===== config.mk =====
export PLATFORM = sky130hd
export DESIGN_NAME = dma_irq_hub
export DESIGN_NICKNAME = d
export VERILOG_FILES = /design/src/rtl/dih_pkg.sv /design/src/rtl/dih_type_slice.sv /design/src/rtl/dih_irq_merge.sv /design/src/rtl/dma_irq_hub.sv
export SDC_FILE = /design/constraint.sdc
export NUM_CORES = 1
export LEC_CHECK = 0
export BUFFER_PORTS_ARGS = -buffer_cell sky130_fd_sc_hd__buf_2
export CORE_MARGIN = 4
export CORE_UTILIZATION = 35
export DETAILED_ROUTE_END_ITERATION = 8
export GPL_TIMING_DRIVEN = 0
export HOLD_SLACK_MARGIN = 0.15
export PLACE_DENSITY = 0.54
export REMOVE_ABC_BUFFERS = 1
export SYNTH_ARGS = -nofsm -noshare
export SYNTH_HDL_FRONTEND = slang
export SYNTH_HIERARCHICAL = 1
export SYNTH_SLANG_ARGS = --single-unit

===== constraint.sdc =====
create_clock -name clk -period 3.9 [get_ports clk]
set_input_delay 1.17 -clock clk [delete_from_list [all_inputs] [get_ports clk]]
set_output_delay 1.17 -clock clk [all_outputs]
set_load 0.05 [all_outputs]

===== src/rtl/dih_pkg.sv =====
// Shared constants and types for the DMA interrupt hub.
// Assumes a 5-bit register address split as {class[1:0], kind[2:0]}.
package dih_pkg;
    localparam int N_TYPE = 5;
    localparam logic [2:0] SEL_AUX = 3'd7;

    typedef enum logic [1:0] {
        K_RAW  = 2'd0,
        K_MASK = 2'd1,
        K_STAT = 2'd2,
        K_CLR  = 2'd3
    } reg_kind_e;
endpackage


===== src/rtl/dih_type_slice.sv =====
// One event kind: sticky raw bits, selective-write mask and gated status.
// Assumes at most one of raw_wr, clr_wr and mask_wr is high per cycle.
// Events always win over a same-cycle clear or raw write.
module dih_type_slice #(
    parameter int N_CH = 8
) (
    input  logic            clk,
    input  logic            rst_n,
    input  logic [N_CH-1:0] evt,
    input  logic            raw_wr,
    input  logic            clr_wr,
    input  logic            mask_wr,
    input  logic [N_CH-1:0] wr_val,
    input  logic [N_CH-1:0] wr_sel,
    input  logic [N_CH-1:0] ch_en,
    output logic [N_CH-1:0] raw_q,
    output logic [N_CH-1:0] mask_q,
    output logic [N_CH-1:0] stat
);
    logic [N_CH-1:0] raw_base;
    logic [N_CH-1:0] raw_nxt;

    // Next raw value: test load, or clear, then OR in the events.
    always_comb begin
        if (raw_wr)
            raw_base = wr_val;
        else if (clr_wr)
            raw_base = raw_q & ~wr_val;
        else
            raw_base = raw_q;
        raw_nxt = raw_base | evt;
    end

    // Raw status register.
    always_ff @(posedge clk) begin
        if (!rst_n)
            raw_q <= '0;
        else
            raw_q <= raw_nxt;
    end

    // Mask register; only selected bits take the written value.
    always_ff @(posedge clk) begin
        if (!rst_n)
            mask_q <= '0;
        else if (mask_wr)
            mask_q <= (mask_q & ~wr_sel) | (wr_val & wr_sel);
    end

    // Status visible to software and the summary.
    assign stat = raw_q & mask_q & ch_en;

    p_evt_sets_raw_r2: assert property (@(posedge clk) disable iff (!rst_n)
        (evt != '0) |=> ((raw_q & $past(evt)) == $past(evt)));

    p_mask_hold_r3: assert property (@(posedge clk) disable iff (!rst_n)
        mask_wr |=> ((mask_q & ~$past(wr_sel)) == ($past(mask_q) & ~$past(wr_sel))));

    p_clr_takes_r5: assert property (@(posedge clk) disable iff (!rst_n)
        clr_wr |=> ((raw_q & $past(wr_val) & ~$past(evt)) == '0));

    p_raw_hold_r2: assert property (@(posedge clk) disable iff (!rst_n)
        (!raw_wr && !clr_wr && evt == '0) |=> $stable(raw_q));
endmodule


===== src/rtl/dih_irq_merge.sv =====
// Reduces per-kind status to a summary vector and a registered interrupt.
// Assumes stat_flat packs kind t at bits [t*N_CH +: N_CH].
module dih_irq_merge #(
    parameter int N_TYPE = 5,
    parameter int N_CH   = 8
) (
    input  logic                   clk,
    input  logic                   rst_n,
    input  logic [N_TYPE*N_CH-1:0] stat_flat,
    output logic [N_TYPE-1:0]      irq_type,
    output logic                   irq_out
);
    genvar t;
    generate
        for (t = 0; t < N_TYPE; t++) begin : g_or
            assign irq_type[t] = |stat_flat[t*N_CH +: N_CH];
        end
    endgenerate

    // One-cycle registered combined interrupt.
    always_ff @(posedge clk) begin
        if (!rst_n)
            irq_out <= 1'b0;
        else
            irq_out <= |irq_type;
    end

    p_irq_follow_r8: assert property (@(posedge clk) disable iff (!rst_n)
        1'b1 |=> (irq_out == $past(|stat_flat)));
endmodule


===== src/rtl/dma_irq_hub.sv =====
// DMA interrupt hub top: decodes register writes, holds the channel
// enable register, instantiates one slice per kind and muxes reads.
// Assumes single-cycle writes and combinational reads.
module dma_irq_hub
    import dih_pkg::*;
#(
    parameter int N_CH = 8
) (
    input  logic                   clk,
    input  logic                   rst_n,
    input  logic                   reg_wr,
    input  logic [4:0]             reg_addr,
    input  logic [2*N_CH-1:0]      reg_wdata,
    output logic [2*N_CH-1:0]      reg_rdata,
    input  logic [N_TYPE*N_CH-1:0] evt_pulse,
    output logic [N_TYPE-1:0]      irq_type,
    output logic                   irq_out
);
    localparam int DW = 2 * N_CH;

    reg_kind_e              kind;
    logic [2:0]             sel;
    logic [N_CH-1:0]        en_q;
    logic [N_CH-1:0]        raw_all  [N_TYPE];
    logic [N_CH-1:0]        mask_all [N_TYPE];
    logic [N_TYPE*N_CH-1:0] stat_flat;

    assign kind = reg_kind_e'(reg_addr[4:3]);
    assign sel  = reg_addr[2:0];

    // Per-channel enable register, all enabled at reset.
    always_ff @(posedge clk) begin
        if (!rst_n)
            en_q <= '1;
        else if (reg_wr && kind == K_MASK && sel == SEL_AUX)
            en_q <= reg_wdata[N_CH-1:0];
    end

    genvar t;
    generate
        for (t = 0; t < N_TYPE; t++) begin : g_slice
            dih_type_slice #(.N_CH(N_CH)) u_slice (
                .clk     (clk),
                .rst_n   (rst_n),
                .evt     (evt_pulse[t*N_CH +: N_CH]),
                .raw_wr  (reg_wr && kind == K_RAW  && sel == 3'(t)),
                .clr_wr  (reg_wr && kind == K_CLR  && sel == 3'(t)),
                .mask_wr (reg_wr && kind == K_MASK && sel == 3'(t)),
                .wr_val  (reg_wdata[N_CH-1:0]),
                .wr_sel  (reg_wdata[DW-1:N_CH]),
                .ch_en   (en_q),
                .raw_q   (raw_all[t]),
                .mask_q  (mask_all[t]),
                .stat    (stat_flat[t*N_CH +: N_CH])
            );
        end
    endgenerate

    dih_irq_merge #(.N_TYPE(N_TYPE), .N_CH(N_CH)) u_merge (
        .clk       (clk),
        .rst_n     (rst_n),
        .stat_flat (stat_flat),
        .irq_type  (irq_type),
        .irq_out   (irq_out)
    );

    // Read multiplexer; clear registers and unused addresses read zero.
    always_comb begin
        reg_rdata = '0;
        for (int k = 0; k < N_TYPE; k++) begin
            if (sel == 3'(k)) begin
                case (kind)
                    K_RAW:   reg_rdata[N_CH-1:0] = raw_all[k];
                    K_MASK:  reg_rdata[N_CH-1:0] = mask_all[k];
                    K_STAT:  reg_rdata[N_CH-1:0] = stat_flat[k*N_CH +: N_CH];
                    default: reg_rdata = '0;
                endcase
            end
        end
        if (sel == SEL_AUX && kind == K_MASK)
            reg_rdata[N_CH-1:0] = en_q;
        if (sel == SEL_AUX && kind == K_STAT)
            reg_rdata[N_TYPE-1:0] = irq_type;
    end

    p_clr_reads_zero_r5: assert property (@(posedge clk) disable iff (!rst_n)
        (kind == K_CLR) |-> (reg_rdata == '0));

    p_reset_en_r1: assert property (@(posedge clk)
        $rose(rst_n) |-> (en_q == '1 && irq_out == 1'b0));
endmodule


# After elaboration in Yosys (flattened, before gate mapping)
# Cells that the tools add are included.
dict set report word_totals {
  ramBits 0
  mem_bits_ro 0
  reg_bits 89
  inputBits 64
  latch_bits 0
  elab_cells 109
  memories 0
  out_inout_bits 22
}
dict set report classes {
  mux 26
  n_eq_ne 8
  bitwise_logic 33
  n_mul 0
  n_lt_le_gt_ge 0
  n_addsub 0
  reduce_logical 30
  n_div 0
  shifts 0
}
# op count
set op_table {}
lappend op_table {{8-bit bitwise AND} 21}
lappend op_table {{8-bit two-way mux} 16}
lappend op_table {{8-bit case mux with 3 select lines} 5}
lappend op_table {{8-bit bitwise OR} 10}
lappend op_table {{16-bit two-way mux} 4}
lappend op_table {{40-bit OR reduction} 1}
lappend op_table {{8-bit OR reduction} 5}
lappend op_table {{1-bit logical AND} 21}
lappend op_table {{8-bit inverter} 2}
lappend op_table {{3-bit by 2-bit equality test with 1-bit output (second input constant)} 2}
lappend op_table {{3-bit equality test (second input constant)} 2}
lappend op_table {{5-bit two-way mux} 1}
lappend op_table {{2-bit equality test (second input constant)} 2}
lappend op_table {{3-bit by 1-bit equality test with 1-bit output (second input constant)} 1}
lappend op_table {{3-bit zero test} 1}
lappend op_table {{3-bit OR reduction} 1}
lappend op_table {{2-bit by 1-bit equality test with 1-bit output (second input constant)} 1}
lappend op_table {{2-bit zero test} 1}

# Longest topological paths before layout
dict set report logic_depth {
  word_depth 13
  depth_mapped 10
  ltp_nobuf 6
}

# Modules after synthesis
# The synthesis kept the hierarchy.
# mod seq_area_each_um2 n_inst area_per_inst_um2 cells_per_inst
set modules_own_cells {}
lappend modules_own_cells {dih_type_slice 320.3 5 785.8 93}
lappend modules_own_cells {dma_irq_hub 160.2 1 1876.8 265}
lappend modules_own_cells {dih_irq_merge 20.0 1 118.9 18}

# Least setup slack after synthesis
# No wires, ideal clock.
dict set report synth_timing {
  kind {input to output}
  start {in reg_addr[4]}
  end {out reg_rdata[0]}
  t_arrival_ns 3.254
  required_time_ns 2.730
  path_buffers 4
  stages 7
  path_slack_ns -0.524
  cell_sequence {buf_4 > buf_6 > buf_6 > buf_4 > a31oi_1 > o311ai_1 > o32ai_1}
}
dict set report synth_between {
  elab_chain_len 9
  word_cells_on_any_way 17
  cone_classes {2 x eq/ne; 12 x mux; 3 x reduce/logical}
}
# item line
set synth_rtl {}
lappend synth_rtl {{start, declared} dma_irq_hub.sv:12} ;# input logic [4:0] reg_addr,
lappend synth_rtl {{2-bit equality test (tied with other cells)} {dma_irq_hub.sv:72, dma_irq_hub.sv:82}}
lappend synth_rtl {{8-bit case mux with 3 select lines} dma_irq_hub.sv:72} ;# case (kind)
lappend synth_rtl {{8-bit two-way mux} dma_irq_hub.sv:71} ;# if (sel == 3'(k)) begin
lappend synth_rtl {{16-bit two-way mux (4 in a row)} dma_irq_hub.sv:71}
lappend synth_rtl {{8-bit two-way mux} dma_irq_hub.sv:80} ;# if (sel == SEL_AUX && kind == K_MASK)
lappend synth_rtl {{5-bit two-way mux *} dma_irq_hub.sv:82} ;# if (sel == SEL_AUX && kind == K_STAT)
lappend synth_rtl {{end, declared} dma_irq_hub.sv:14} ;# output logic [2*N_CH-1:0] reg_rdata,
# Mark *: on every way between the ends. The rest lies on a longest branch, timed or not.

# Worst setup path in the final report
dict set report layout_timing {
  start {in reg_addr[0]}
  end {out reg_rdata[3]}
}
dict set report layout_between {
  elab_chain_len 8
  word_cells_on_any_way 15
  cone_classes {5 x eq/ne; 7 x mux; 3 x reduce/logical}
}
# item line
set layout_rtl {}
lappend layout_rtl {{3-bit zero test} dma_irq_hub.sv:71}
lappend layout_rtl {{8-bit two-way mux} dma_irq_hub.sv:71}
lappend layout_rtl {{16-bit two-way mux (4 in a row)} dma_irq_hub.sv:71}
lappend layout_rtl {{8-bit two-way mux} dma_irq_hub.sv:80}
lappend layout_rtl {{5-bit two-way mux *} dma_irq_hub.sv:82}
# Marks and branches as above.

==> run summary <==
Antenna diodes - 0
Multi-input gate area - 3861 µm²
CTS root buf - clkbuf_16
DRT Wirelength - 20950 µm
1st-iter DRT viols - 643
Met2 Routed Length - 9252 µm
Post-detail-place hpwl - 13440 µm
Most frequent cells in the layout - nand2_1 (130), dfxtp_1 (89), a21boi_1 (70)
Critical Path RT - 2.73 ns
Final Hold Vio Count - 0
Hold path depth - 2
Critical Path Start Type - input port
Gate Count Post-Synth - 748
Nets - 870
RR Startpoint - en_q[4]$_SDFFE_PN1P_
I/O pin cnt - 86
Pwr Density - 322.5 nW/µm²
Core Area - 16580 µm²
Crit-path max FO - 6
Seq cells post-synth - 89
# port buffers - 77
Syn Std Cell Area - 5924 µm²
Mapped Avg Cell Area - 7.920 µm²
Post-layout util - 42.73%
H-tree Lvls - 3
Relative slew slack - 13.07%
CTS Buf Count - 9
Register-to-register setup slack - 1.89 ns
FILL cells - 1744
CTS Buffer Depth - 2
DR top layer - met4
# hold bufs at CTS - 0
DIE WIDTH - 138.1 µm
EDFF count, synth - 0
Die height - 138.1 µm
Peak supply drop - 0.2327 mV
WS Path Type - in -> out
Outcome - finished, final reports clean
# rows - 47
Post-Layout Cell Count - 1031
Placement Setup Slack - -1.303 ns
HP Class - reg -> reg
Unrepaired setup endpoints after global routing - yes
TritonRoute pass-1 iters - 6
Clk Latency, worst-skew pair - 0.36 ns
R2R Path End - u_merge/irq_out$_SDFF_PN0_
Async SR Flop Fraction - 0%
GRT overflow - 0
GP Congestion - 0.8719
Setup violators final - 0
Post-DRT Antenna Nets - 0
Clk sinks - 89
Critical path launch point - reg_addr[0]
Max-Cap Viols - 0
CTS tree - done
FMAX - 0.2593 GHz
Drt drc - 0
WL met1 - 9805 µm
Crit path time final - 3.856 ns
Clock Pin Slew Worst Setup and Hold Paths - 0.07 ns
Layout cells sized above 1 - 21.58%
Crit. End Element - output port
Placed Cells - 997
Worst-case reg-to-reg path depth - 4
Antenna violations before repair - 0
Register area - 1782 µm²
Setup TNS - 0 ns
Period utilisation layout - 98.88%
Pin count of the biggest net entering global routing - 54
First-pass GRT wire length - 31180 µm
Leakage power - 2.765 nW
Yosys warns - 6
Vias in the first global route - 5417
Worst EP arrival - 2.69 ns
Commonest non-fill, non-tap cell in the layout - nand2_1
Initial Util - 35.73%
Slew @ Worst Pin - 1.299 ns
Clock skew - 0.008155 ns
Die Area - 19070 µm²
Routed vias/inst - 5.707
Sequential share of the synthesized area - 30.07%
Max-slew violations - 0
Final worst setup slack - 0.04374 ns
Synth unique cells - 53
Top_reg_cell synth - dfxtp_1
Avg WL per Cell - 20.32 µm
Area delta synth->final - 19.62%
DR vias - 5884
GRT Overall Usage - 20.25%
Met3 wire len - 1449 µm
-- worst max-delay path, stage by stage --
cell	delay, ns
buf_16	0.12
or3b_4	0.48
a2111oi_4	0.35
a21oi_1	0.07
a211o_1	0.33
buf_6	0.16
-- metal layers --
metal / vias to the layer above / GRT usage, %
met4: 0 / 5.252
met3: 30 / 4.247
met2: 266 / 31.42
met5: - / 0
li1: 2823 / -
met1: 2765 / 28.72
-- how the worst max path moves through the flow --
stage / to / cells after the start / slack, ns
after floorplan: reg_rdata[0] / 5 / -1.14
after global placement: reg_rdata[6] / 6 / -2.40
after detailed placement: reg_rdata[6] / 8 / -1.30
after CTS: reg_rdata[6] / 7 / -0.04
after global routing: reg_rdata[3] / 6 / -0.007
final: reg_rdata[3] / 6 / 0.04
-- area by class of cell --
class	count	area share [%]
multi-input cells	607	54.48
flip-flops and latches	89	25.14
repair buffers	96	12.20
inverters	3	0.2119
clock buffers	11	3.284
clock inverters	5	0.7945
well taps	220	3.884
-- stage by stage --
| step | power (mW) | hold slack [ns] | instance area, µm² |
|---|---|---|---|
| detailed placement | 1.343 | 0.4587 | 6218 |
| global route | 2.372 | 0.4913 | 7087 |
| floorplan | 1.172 | 0.4404 | 5508 |
| finish | 2.286 | 0.4691 | 7087 |
| CTS | 2.258 | 0.4682 | 6721 |
| global placement | 1.337 | 0.4527 | 6168 |
-- repair_timing --
| item | in CTS | in global routing |
|---|---|---|
| pin swaps | 3 | 7 |
| setup buffers | 5 | 2 |
| gates cloned | 2 | 9 |
| endpoints found under the setup margin | 9 | 8 |
| resized for setup | 35 | 30 |
-- report_power, final --
part | switching [mW] | internal (mW) | total (mW)
Sequential | 0.0292 | 0.943 | 0.972
Clock | 0.392 | 0.496 | 0.889
Combinational | 0.249 | 0.176 | 0.425
Total | 0.670 | 1.62 | 2.29
-- cell families (layout without fill, tap and decap cells) --
group	count (synthesis)	after routing	share of synthesized area, %
other cells	1	8	0.06330
flops	89	89	30.07
compound gates	209	209	25.41
buf+inv	60	115	7.666
simple gates	354	355	30.37
mux	35	35	6.420
-- cell usage after synthesis (7+ instances only) --
library cell | number | area [µm²]
a21boi_1 | 70 | 525.5
a21boi_2 | 10 | 112.6
a21oi_1 | 50 | 250.2
a221oi_1 | 16 | 140.1
a22oi_1 | 9 | 67.56
and3_1 | 41 | 256.5
buf_2 | 21 | 105.1
buf_4 | 13 | 97.59
buf_6 | 13 | 146.4
dfxtp_1 | 89 | 1782
mux2_2 | 7 | 78.83
mux2i_1 | 20 | 200.2
nand2_1 | 130 | 488.0
nand2_2 | 20 | 125.1
nand3_1 | 56 | 280.3
nand3b_1 | 43 | 322.8
nor2_1 | 31 | 116.4
nor2b_1 | 7 | 43.79
nor4_1 | 10 | 62.56
o21ai_0 | 15 | 75.07
Note: power is estimated with default switching activity, not from simulation.
